<file path="src/rtl/bisync_rx_filter_pkg.sv">
package bisync_rx_filter_pkg;

  typedef struct packed {
    logic keep;
    logic bcs;
    logic close;
    logic ferr;
    logic cmatch;
  } verdict_t;

  localparam verdict_t VERDICT_NONE = '0;

  function automatic verdict_t mk_verdict(input logic keep, input logic bcs,
                                          input logic close, input logic ferr,
                                          input logic cmatch);
    verdict_t v;
    v.keep   = keep;
    v.bcs    = bcs;
    v.close  = close;
    v.ferr   = ferr;
    v.cmatch = cmatch;
    return v;
  endfunction

  function automatic logic same_char(input logic [15:0] a, input logic [15:0] b);
    return a == b;
  endfunction

endpackage

</file>
<file path="src/rtl/bisync_ctrl_table.sv">
module bisync_ctrl_table #(
  parameter int CHAR_W     = 8,
  parameter int CTRL_DEPTH = 8
) (
  input  logic [CHAR_W-1:0]            char_data,
  input  logic [CTRL_DEPTH-1:0]        ctrl_valid,
  input  logic [CTRL_DEPTH*CHAR_W-1:0] ctrl_value,
  input  logic [CTRL_DEPTH-1:0]        ctrl_close,
  output logic                         tbl_hit,
  output logic                         tbl_close
);
  localparam int IDX_W = (CTRL_DEPTH > 1) ? $clog2(CTRL_DEPTH) : 1;

  logic [CTRL_DEPTH-1:0] entry_hit;
  logic [IDX_W-1:0]      first_idx;

  for (genvar g = 0; g < CTRL_DEPTH; g++) begin : g_entry
    assign entry_hit[g] = ctrl_valid[g] &&
                          (ctrl_value[g*CHAR_W +: CHAR_W] == char_data);
  end

  function automatic logic [IDX_W-1:0] lowest_set(input logic [CTRL_DEPTH-1:0] vec);
    logic [IDX_W-1:0] idx;
    idx = '0;
    for (int i = CTRL_DEPTH - 1; i >= 0; i--) begin
      if (vec[i]) idx = IDX_W'(i);
    end
    return idx;
  endfunction

  assign first_idx = lowest_set(entry_hit);
  assign tbl_hit   = |entry_hit;
  assign tbl_close = tbl_hit && ctrl_close[first_idx];

endmodule

</file>
<file path="src/rtl/bisync_char_classify.sv">
module bisync_char_classify
  import bisync_rx_filter_pkg::*;
#(
  parameter int CHAR_W = 8
) (
  input  logic              follow,
  input  logic [CHAR_W-1:0] char_data,
  input  logic              dle_enable,
  input  logic [CHAR_W-1:0] dle_value,
  input  logic              sync_enable,
  input  logic [CHAR_W-1:0] sync_value,
  input  logic              tbl_hit,
  input  logic              tbl_close,
  output verdict_t          verdict,
  output logic              arm_req
);
  logic is_sync;
  logic is_dle;

  assign is_sync = (char_data == sync_value);
  assign is_dle  = (char_data == dle_value);

  always_comb begin
    verdict = VERDICT_NONE;
    arm_req = 1'b0;
    if (!follow) begin
      if (sync_enable && is_sync) begin
        verdict = VERDICT_NONE;
      end else if (dle_enable && is_dle) begin
        verdict = VERDICT_NONE;
        arm_req = 1'b1;
      end else begin
        verdict = mk_verdict(1'b1, 1'b1, 1'b0, 1'b0, 1'b0);
      end
    end else begin
      if (is_sync) begin
        verdict = VERDICT_NONE;
      end else if (is_dle) begin
        verdict = mk_verdict(1'b1, 1'b1, 1'b0, 1'b0, 1'b0);
      end else if (tbl_hit) begin
        verdict = mk_verdict(1'b1, 1'b1, tbl_close, 1'b0, 1'b1);
      end else begin
        verdict = mk_verdict(1'b0, 1'b0, 1'b1, 1'b1, 1'b0);
      end
    end
  end

endmodule

</file>
<file path="src/rtl/bisync_follow_state.sv">
module bisync_follow_state (
  input  logic clk,
  input  logic rst_n,
  input  logic hunt,
  input  logic arm,
  input  logic consume,
  output logic follow_q
);
  always_ff @(posedge clk) begin
    if (!rst_n)       follow_q <= 1'b0;
    else if (hunt)    follow_q <= 1'b0;
    else if (arm)     follow_q <= 1'b1;
    else if (consume) follow_q <= 1'b0;
  end
endmodule

</file>
<file path="src/rtl/bisync_rx_filter.sv">
module bisync_rx_filter
  import bisync_rx_filter_pkg::*;
#(
  parameter int CHAR_W     = 8,
  parameter int CTRL_DEPTH = 8
) (
  input  logic                         clk,
  input  logic                         rst_n,
  input  logic                         hunt_mode,
  input  logic                         char_valid,
  input  logic [CHAR_W-1:0]            char_data,
  input  logic                         dle_enable,
  input  logic [CHAR_W-1:0]            dle_value,
  input  logic                         sync_enable,
  input  logic [CHAR_W-1:0]            sync_value,
  input  logic [CTRL_DEPTH-1:0]        ctrl_valid,
  input  logic [CTRL_DEPTH*CHAR_W-1:0] ctrl_value,
  input  logic [CTRL_DEPTH-1:0]        ctrl_close,
  output logic [CHAR_W-1:0]            out_data,
  output logic                         write_en,
  output logic                         bcs_include,
  output logic                         close_buffer,
  output logic                         dle_follow_error,
  output logic                         ctrl_match
);
  logic     ev_accept;
  logic     ev_arm;
  logic     ev_consume;
  logic     follow_q;
  logic     arm_req;
  logic     tbl_hit;
  logic     tbl_close;
  verdict_t verdict;
  verdict_t verdict_q;

  assign ev_accept  = char_valid && !hunt_mode;
  assign ev_arm     = ev_accept && arm_req;
  assign ev_consume = ev_accept && follow_q;

  bisync_ctrl_table #(.CHAR_W(CHAR_W), .CTRL_DEPTH(CTRL_DEPTH)) table_i (
    .char_data  (char_data),
    .ctrl_valid (ctrl_valid),
    .ctrl_value (ctrl_value),
    .ctrl_close (ctrl_close),
    .tbl_hit    (tbl_hit),
    .tbl_close  (tbl_close)
  );

  bisync_char_classify #(.CHAR_W(CHAR_W)) classify_i (
    .follow      (follow_q),
    .char_data   (char_data),
    .dle_enable  (dle_enable),
    .dle_value   (dle_value),
    .sync_enable (sync_enable),
    .sync_value  (sync_value),
    .tbl_hit     (tbl_hit),
    .tbl_close   (tbl_close),
    .verdict     (verdict),
    .arm_req     (arm_req)
  );

  bisync_follow_state follow_i (
    .clk      (clk),
    .rst_n    (rst_n),
    .hunt     (hunt_mode),
    .arm      (ev_arm),
    .consume  (ev_consume),
    .follow_q (follow_q)
  );

  always_ff @(posedge clk) begin
    if (!rst_n) begin
      verdict_q <= VERDICT_NONE;
      out_data  <= '0;
    end else if (ev_accept) begin
      verdict_q <= verdict;
      out_data  <= char_data;
    end else begin
      verdict_q <= VERDICT_NONE;
    end
  end

  assign write_en         = verdict_q.keep;
  assign bcs_include      = verdict_q.bcs;
  assign close_buffer     = verdict_q.close;
  assign dle_follow_error = verdict_q.ferr;
  assign ctrl_match       = verdict_q.cmatch;

endmodule

</file>
<file path="config.mk">
export PLATFORM = sky130hd
export DESIGN_NAME = bisync_rx_filter
export DESIGN_NICKNAME = d
export VERILOG_FILES = /design/src/rtl/bisync_rx_filter_pkg.sv /design/src/rtl/bisync_ctrl_table.sv /design/src/rtl/bisync_char_classify.sv /design/src/rtl/bisync_follow_state.sv /design/src/rtl/bisync_rx_filter.sv
export SDC_FILE = /design/constraint.sdc
export NUM_CORES = 1
export LEC_CHECK = 0
export ABC_CLOCK_PERIOD_IN_PS = 3550
export BUFFER_PORTS_ARGS = -buffer_cell sky130_fd_sc_hd__buf_2
export CORE_ASPECT_RATIO = 0.7
export CORE_MARGIN = 5
export CORE_UTILIZATION = 44
export DETAILED_ROUTE_END_ITERATION = 7
export GPL_TIMING_DRIVEN = 0
export PLACE_DENSITY = 0.87
export SYNTH_ARGS = -nofsm -noshare
export SYNTH_HDL_FRONTEND = slang
export SYNTH_SLANG_ARGS = --single-unit
</file>
<file path="constraint.sdc">
create_clock -name clk -period 3.55 [get_ports clk]
set_input_delay 0.1775 -clock clk [delete_from_list [all_inputs] [get_ports clk]]
set_output_delay 0.1775 -clock clk [all_outputs]
set_load 0.1 [all_outputs]
</file>
After elaboration in Yosys (flattened, before gate mapping)

Index checks and enable logic that the tools add are counted.

Mux-type cells: 21
Order comparisons: 1
Reductions and logical operators: 19
Bitwise operators: 1
Equality and inequality tests: 10
Multiply operators: 0
Divide/modulo/power cells: 0
Shift-type cells: 0
Add/subtract/negate cells: 0

Operators with widths:

| operator                                                                     | number |
|---|---|
| 8-bit == test                                                                | 10 |
| 5-bit two-way mux                                                            | 6 |
| 3-bit two-way mux                                                            | 8 |
| 1-bit logical AND                                                            | 14 |
| 8-bit OR reduction                                                           | 1 |
| 1-bit two-way mux                                                            | 6 |
| 3-bit by 4-bit less-than comparator with 1-bit output, second input constant | 1 |
| 1-bit binary-select mux with 3-bit select                                    | 1 |
| 2-bit AND reduction                                                          | 1 |
| 2-bit nonzero test                                                           | 1 |
| 2-bit OR reduction                                                           | 1 |
| 1-bit zero test                                                              | 1 |
| 1-bit NOT                                                                    | 1 |

Bits in writable memories: 0
Logic and storage cells: 59
Output and inout bits: 13
Memories kept: 0
Register bits: 14
ROM bits: 0
Latch bits: 0
Input bits: 110

Logic depth before layout (Yosys ltp)

Gate-level depths: netlist of run 1.

Depth in word-level cells: 17
Mapped depth: 8
Gate-level depth less buffers: 7

Modules after synthesis

A second synthesis of run 1 with hierarchy kept.

Cell total of the unflattened synthesis: 216
Area total of the unflattened synthesis: 1,830.5 um2

By module, submodules not included:

| module               | instances | cells an instance | sequential area each (um2) | area each (um2) |
|---|---|---|---|---|
| bisync_ctrl_table    | 1         | 128               | 0.0                        | 1,048.5 |
| bisync_rx_filter     | 1         | 48                | 260.2                      | 488.0 |
| bisync_char_classify | 1         | 36                | 0.0                        | 254.0 |
| bisync_follow_state  | 1         | 4                 | 20.0                       | 40.0 |

Least setup slack after synthesis of run 1

No wires, ideal clock.

Kind: input port to flip-flop
Start: in char_data[2]
End: reg verdict_q (netlist bit close_buffer)
Library setup time: 123 ps
Arrival time: 1,609 ps
Required time: 3,427 ps
Stages on the path: 8
Path buffers: 1
Slack: 1,818 ps
Cell sequence: buf_4 xnor2_1 nand3_1 nor3_1 or2_1 mux2_2 a211oi_2 o22ai_1

Longest elaborated chain between the ends: 17
Elaborated cells on any way between the ends: 36
Classes of those cells: eq/ne (10); mux (15); reduce/logical (11)

RTL lines:

| what                                      | RTL line                   | RTL |
|---|---|---|
| from (decl)                               | bisync_rx_filter.sv:11     | `input logic [CHAR_W-1:0] char_data,` |
| 8-bit == test                             | bisync_ctrl_table.sv:19    | `(ctrl_value[g*CHAR_W +: CHAR_W] == char_data);` |
| 1-bit logical AND                         | bisync_ctrl_table.sv:18    | `assign entry_hit[g] = ctrl_valid[g] &&` |
| 3-bit two-way mux (8 in a row)            | bisync_ctrl_table.sv:26    | `if (vec[i]) idx = IDX_W'(i);` |
| 1-bit binary-select mux with 3-bit select | bisync_ctrl_table.sv:33    | `assign tbl_close = tbl_hit && ctrl_close[first_idx];` |
| 1-bit two-way mux (implied by the code)   | bisync_ctrl_table.sv:33    |  |
| 1-bit logical AND                         | bisync_ctrl_table.sv:33    |  |
| 5-bit two-way mux                         | bisync_char_classify.sv:40 | `end else if (tbl_hit) begin` |
| 5-bit two-way mux                         | bisync_char_classify.sv:38 | `end else if (is_dle) begin` |
| 5-bit two-way mux                         | bisync_char_classify.sv:36 | `if (is_sync) begin` |
| 5-bit two-way mux *                       | bisync_char_classify.sv:26 | `if (!follow) begin` |
| to (signal assigned)                      | bisync_rx_filter.sv:76     | `verdict_q <= verdict;` |
| to (decl)                                 | bisync_rx_filter.sv:34     | `verdict_t verdict_q;` |

Mark *: on every way between the ends. The rest lies on a longest branch, timed or not. The select of a mux whose other input is x is not followed.
A chain may end at the register's enable or synchronous reset.

Final worst setup path of run 1

Start: in char_data[1]
End: reg verdict_q (netlist bit close_buffer)

The elaborated chain is that of the path after synthesis.

==> out/qor.yml, run 1 <==
outcome:
  status: "finished clean"
routing:
  viasPerCell: 4.92
  ant_nets: 0
  vias: 1878
  wl_per_cell_um: 14.6
  routed_wl_um: 5580
  drt_iter0_drc: 58
  first_pass_iters: 4
  drc_errors: 0
clock_network:
  cts_buffer_depth: 2
  clkSinkCount: 13
  postCtsSetupBuffers: 0
  cts-htree-levels: 1
  clkLatencyLatePin_ps: 240
  ctsRootBufferMaster: "clkbuf_8"
  cts_resized: 0
  clk_pin_slew_ps: 50
  cts_tree: "built"
  cts-hold-fix-buffers: 0
  cts_inserted_buffers: 3
placed_design:
  place_congestion: 0.818
  pre_cts_slack_ps: 1450
  port_buffers: 122
  dp_hpwl_um: 4600
yosys:
  synth_cell_types: 34
  syn_area_per_cell_um2: 8.04
  ys_ff_latch: 13
  ys_seq_area_frac: 0.157
  synth_fp_nets: 316
  syn-cell-area_um2: 1660
  synth_cells: 206
  yosysWarnings: 0
critical_path:
  cp.required_ps: 3670
  path_buf_inv: 2
  cp.arrival_ps: 1990
  path_cells: "buf_2 -> buf_4 -> xnor2_1 -> nand4_1 -> nor3_1 -> or2_1 -> mux2_2 -> a211oi_2 -> o22ai_1"
  cp_max_fo: 10
  critPathKind: "in2reg"
  crit_family: "simple AND/OR/NAND/NOR gates"
  worstSetupPathDepth: 9
  rr_worst_depth: 4
  crit_path_end_kind: "register"
  timing.critical_path.slowest_stage_cell: "mux2_2"
  cp-start-kind: "primary input"
  max_stage_delay_ps: 350
floorplanning:
  placementRows: 18
  initial_utilization: 0.462
  die_y_um: 61.3
  die_w_um: 83.3
  dieArea_um2: 5110
  coreArea_um2: 3580
  io_pins: 123
hold_path:
  hp-class: "in2reg"
  holdPathStages: 2
global_route:
  grt_overflow: 0
  grt_busiest_layer: "met2"
  use_met2: 0.409
  met1_usage: 0.251
  grt.total_usage: 0.217
  grt_use_met3: 0.0789
  grt_pass1_vias: 1872
  antenna_found_initial: 0
  grt_max_degree: 11
  grt_pass1_wl_um: 8600
sta:
  layout_min_cycle_time_ps: 1860
  fin_setup_tns_ps: 0
  skew_ps: 0.224
  timing.final.ws_setup_ps: 1690
  max_slew_margin: 0.653
  hold_viol: 0
  finalSetupViolations: 0
  rsz0062_at_grt: "false"
  finalMaxSlewViolations: 0
  hold_ws_ps: 134
  period_share: 0.525
  tightest_slew_ps: 517
  fmax_mhz: 536
flow_run:
  drv_cap: 0
layout:
  antenna_cells: 0
  fill_cells: 343
  drive_gt1_frac: 0.428
  fin_nets: 443
  area_delta_synth_final_pct: 43.5
power_and_ir_drop:
  power.leakage_nw: 1.04
  vdd_ir_drop_max_v: 0.000180
  p_per_area_nw_per_um2: 230
where the power goes:
group	leakage, nW	switching (mW)	internal, mW
sequential	0.106	0.00253	0.151
clock	0.0255	0.0572	0.0776
combinational	0.912	0.134	0.124
total	1.04	0.194	0.352
through the flow:
stage | power (mW) | cells | area (um^2) | util
after floorplan | 0.317 | 206 | 1660 | -
after CTS | 0.547 | 382 | 2370 | 0.663
after global routing | 0.578 | 382 | 2370 | 0.663
final | 0.546 | 382 | 2370 | 0.663
after global placement | 0.407 | 378 | 2330 | 0.650
after detailed placement | 0.414 | 378 | 2330 | 0.650
cells by family after synthesis:
kind of cell    count (synthesis)  share of synthesized area
compound gates                 24                      0.110
xor+xnor                       80                      0.423
buf+inv                        11                     0.0589
flops                          13                      0.157
mux                             1                    0.00680
simple gates                   77                      0.243
synthesized netlist by cell type, drive strengths merged:
library cell   n  area, um^2
a211oi         2        25.0
a21boi         9        67.6
dfxtp         13         260
and3b          1        8.76
nor2b          5        33.8
o22ai          2        12.5
nor2           5        18.8
nor4b          1        15.0
and2           3        18.8
xnor2         72         631
nor3b          1        7.51
a21o           2        15.0
or2            1        6.26
nand2         28         105
nand3          9        45.0
a21oi          1        5.00
xor2           8        70.1
o21bai         3        22.5
nand2b         2        12.5
o21ai          2        10.0
buf           10        93.8
mux2           1        11.3
o211a          1        10.0
nor4           2        12.5
clkbuf         1        3.75
a31oi          1        6.26
a41oi          1        8.76
nand4         10        62.6
nor3           8        50.1
or3            1        6.26
worst register-to-register path: cells and delay by family (launching register included):
kind / cells / cell delay, ps
AND/OR/NAND/NOR: 1 / 130
flip-flops: 1 / 350
AO/OA/AOI/OAI: 3 / 620
sequential cells by signal (all words and copies together), names as in the netlist:
signal             flops
dle_follow_error       1
out_data               8
follow_i.follow_q      1
write_en               1
close_buffer           1
ctrl_match             1
final timing paths:
check                                                     from                              to  slack (ps)
worst min register to register        out_data[3]$_SDFFE_PN0P_        out_data[3]$_SDFFE_PN0P_         460
worst max-delay path                              char_data[1]         close_buffer$_SDFF_PP0_        1690
worst max register to register  follow_i.follow_q$_SDFFE_PP0P_         close_buffer$_SDFF_PP0_        2380
worst min-delay path                                 hunt_mode  follow_i.follow_q$_SDFFE_PP0P_         130
layout make-up:
type | count | area (um^2) | area share
sequential | 13 | 260 | 0.110
clock inverter | 1 | 5.00 | 0.00211
clock buffer | 3 | 41.3 | 0.0174
tap | 50 | 62.6 | 0.0263
multi-input combinational | 182 | 1300 | 0.546
buffer | 11 | 97.6 | 0.0411
timing repair buffer | 122 | 611 | 0.257
cell usage in the layout, fill, tap and decap left out, types with 6 or more instances in the layout:
| master | count |
|---|---|
| nor3_1 | 6 |
| buf_2 | 122 |
| nand4_1 | 10 |
| dfxtp_1 | 13 |
| xor2_1 | 8 |
| buf_6 | 6 |
| xnor2_1 | 72 |
| nand3_1 | 9 |
| a21boi_0 | 9 |
| nand2_1 | 28 |
routing by layer:
| layer | up-vias | part of all wire |
|---|---|---|
| met5 | - | 0 |
| met4 | 0 | 0.0014 |
| met3 | 2 | 0.11 |
| met2 | 82 | 0.48 |
| met1 | 853 | 0.41 |
| li1 | 941 | - |
(Power assumes the default switching activity.)
==> run 2: changes to the inputs <==
- ABC_CLOCK_PERIOD_IN_PS: 3550 -> 1800
- CORE_UTILIZATION: 44 -> 41
- PLACE_DENSITY: 0.87 -> 0.81
- clock period: 3.55 -> 1.8 ns (I/O delays scaled with it)
==> out/qor.yml, run 2 (synthesis gave the netlist of run 1 again) <==
critical_path:
  cp-start-kind: "primary input"
  crit_path_end_kind: "register"
  cp_max_fo: 10
  cp.arrival_ps: 1840
  cp.required_ps: 1920
  critPathKind: "in2reg"
routing:
  drc_errors: 0
  vias: 1858
  wl_per_cell_um: 14.4
  drt_iter0_drc: 46
  viasPerCell: 4.84
  routed_wl_um: 5540
  ant_nets: 0
  first_pass_iters: 4
global_route:
  antenna_found_initial: 0
  grt_overflow: 0
  grt_pass1_vias: 1838
  grt_max_degree: 11
  grt_pass1_wl_um: 8540
  grt.total_usage: 0.198
placed_design:
  place_congestion: 0.790
  port_buffers: 122
  dp_hpwl_um: 4590
  pre_cts_slack_ps: -250
layout:
  final_cell_mix: "buf_2, xnor2_1, nand2_1"
  antenna_cells: 0
  fin_nets: 443
  area_delta_synth_final_pct: 44.6
  top_register: "out_data"
  final_common_cell: "buf_2"
  fill_cells: 354
  utilization: 0.614
  ff_latch_area_um2: 260
  largest_reg_flops: 8
  multi_input_area_um2: 1310
  drive_gt1_frac: 0.434
floorplanning:
  placementRows: 19
  coreArea_um2: 3900
  io_pins: 123
  initial_utilization: 0.425
  die_y_um: 63.2
  die_w_um: 85.9
  dieArea_um2: 5430
sta:
  fmax_mhz: 581
  max_slew_margin: 0.669
  rsz0062_at_grt: "true"
  skew_ps: 0.502
  timing.final.ws_setup_ps: 78.5
  period_share: 0.956
  finalMaxSlewViolations: 0
  layout_min_cycle_time_ps: 1720
  tightest_slew_ps: 500
  hold_viol: 0
  finalSetupViolations: 0
clock_network:
  ctsRootBufferMaster: "clkbuf_8"
  clk_pin_slew_ps: 50
  clkLatencyLatePin_ps: 240
  cts-htree-levels: 1
  cts_inserted_buffers: 3
  cts_buffer_depth: 2
  cts_tree: "built"
  clkSinkCount: 13
power_and_ir_drop:
  p_switching_mw: 0.382
  seqPwrFrac: 0.280
  power.leakage_nw: 1.05
  switching_share: 0.355
  power_frac_comb: 0.475
  internal-power_mw: 0.695
  p_per_area_nw_per_um2: 450
  vdd_ir_drop_max_v: 0.000512
  clkPwrFrac: 0.245
flow_run:
  drv_cap: 0
outcome:
  status: "finished clean"
hold_path:
  hp-class: "in2reg"
[run 2: cell counts in the layout (fill, tap and decap cells not counted)]
No cell type changed its count.
[run 2: final cells by class]
class                   count  share of cell area
plain buffers              11              0.0408
clock buffers               3              0.0173
clock inverters             1             0.00209
multi-input cells         182               0.549
flip-flops and latches     13               0.109
well taps                  52              0.0272
repair buffers            122               0.255
[run 2: routing by layer]
metal | vias up | global-route usage | wire, um
met5 | - | 0 | 0
met4 | 0 | 0.0237 | 16
met3 | 4 | 0.0495 | 529
met2 | 71 | 0.324 | 2560
met1 | 845 | 0.269 | 2430
li1 | 938 | - | -
[run 2: power groups by stage]
stage	sequential [mW]	combinational (mW)	clock [mW]
final	0.302	0.511	0.263
after global routing	0.303	0.552	0.292
after CTS	0.302	0.511	0.269
after detailed placement	0.308	0.509	0
after global placement	0.307	0.497	0
after floorplan	0.373	0.253	0
[run 2: final timing paths]
kind	startpoint	slack, ps	depth (start not counted)	endpoint
setup reg to reg	follow_i.follow_q$_SDFFE_PP0P_	640	4	close_buffer$_SDFF_PP0_
hold reg to reg	out_data[7]$_SDFFE_PN0P_	460	2	out_data[7]$_SDFFE_PN0P_
setup / recovery	char_data[1]	80	9	close_buffer$_SDFF_PP0_
hold / removal	hunt_mode	40	2	follow_i.follow_q$_SDFFE_PP0P_
[run 2: worst max-delay path, cell delays in order]
cell	delay, ps
buf_2	110
buf_4	200
xnor2_1	180
nand4_1	190
nor3_4	200
or2_1	200
mux2_2	360
a211oi_2	210
o22ai_1	90
[run 2: per-stage QoR]
stage	power, mW	std cells	TNS (ps)	cell area, um^2	hold slack, ps
6_report	1.08	384	0	2390	39.9
3_5_place_dp	0.817	380	-528	2330	285
3_3_place_gp	0.805	380	-391	2330	284
4_1_cts	1.08	384	0	2380	30.0
5_1_grt	1.15	384	-17.2	2390	20.3
2_1_floorplan	0.626	206	0	1660	166
[run 2: what timing repair did]
| action | 4_1_cts | 5_1_grt |
|---|---|---|
| hold buffers | 0 | 0 |
| gates resized for setup | 0 | 3 |
| endpoints found under the hold margin | 0 | 0 |
| buffers inserted | 0 | 0 |
| endpoints found under the setup margin | 0 | 3 |
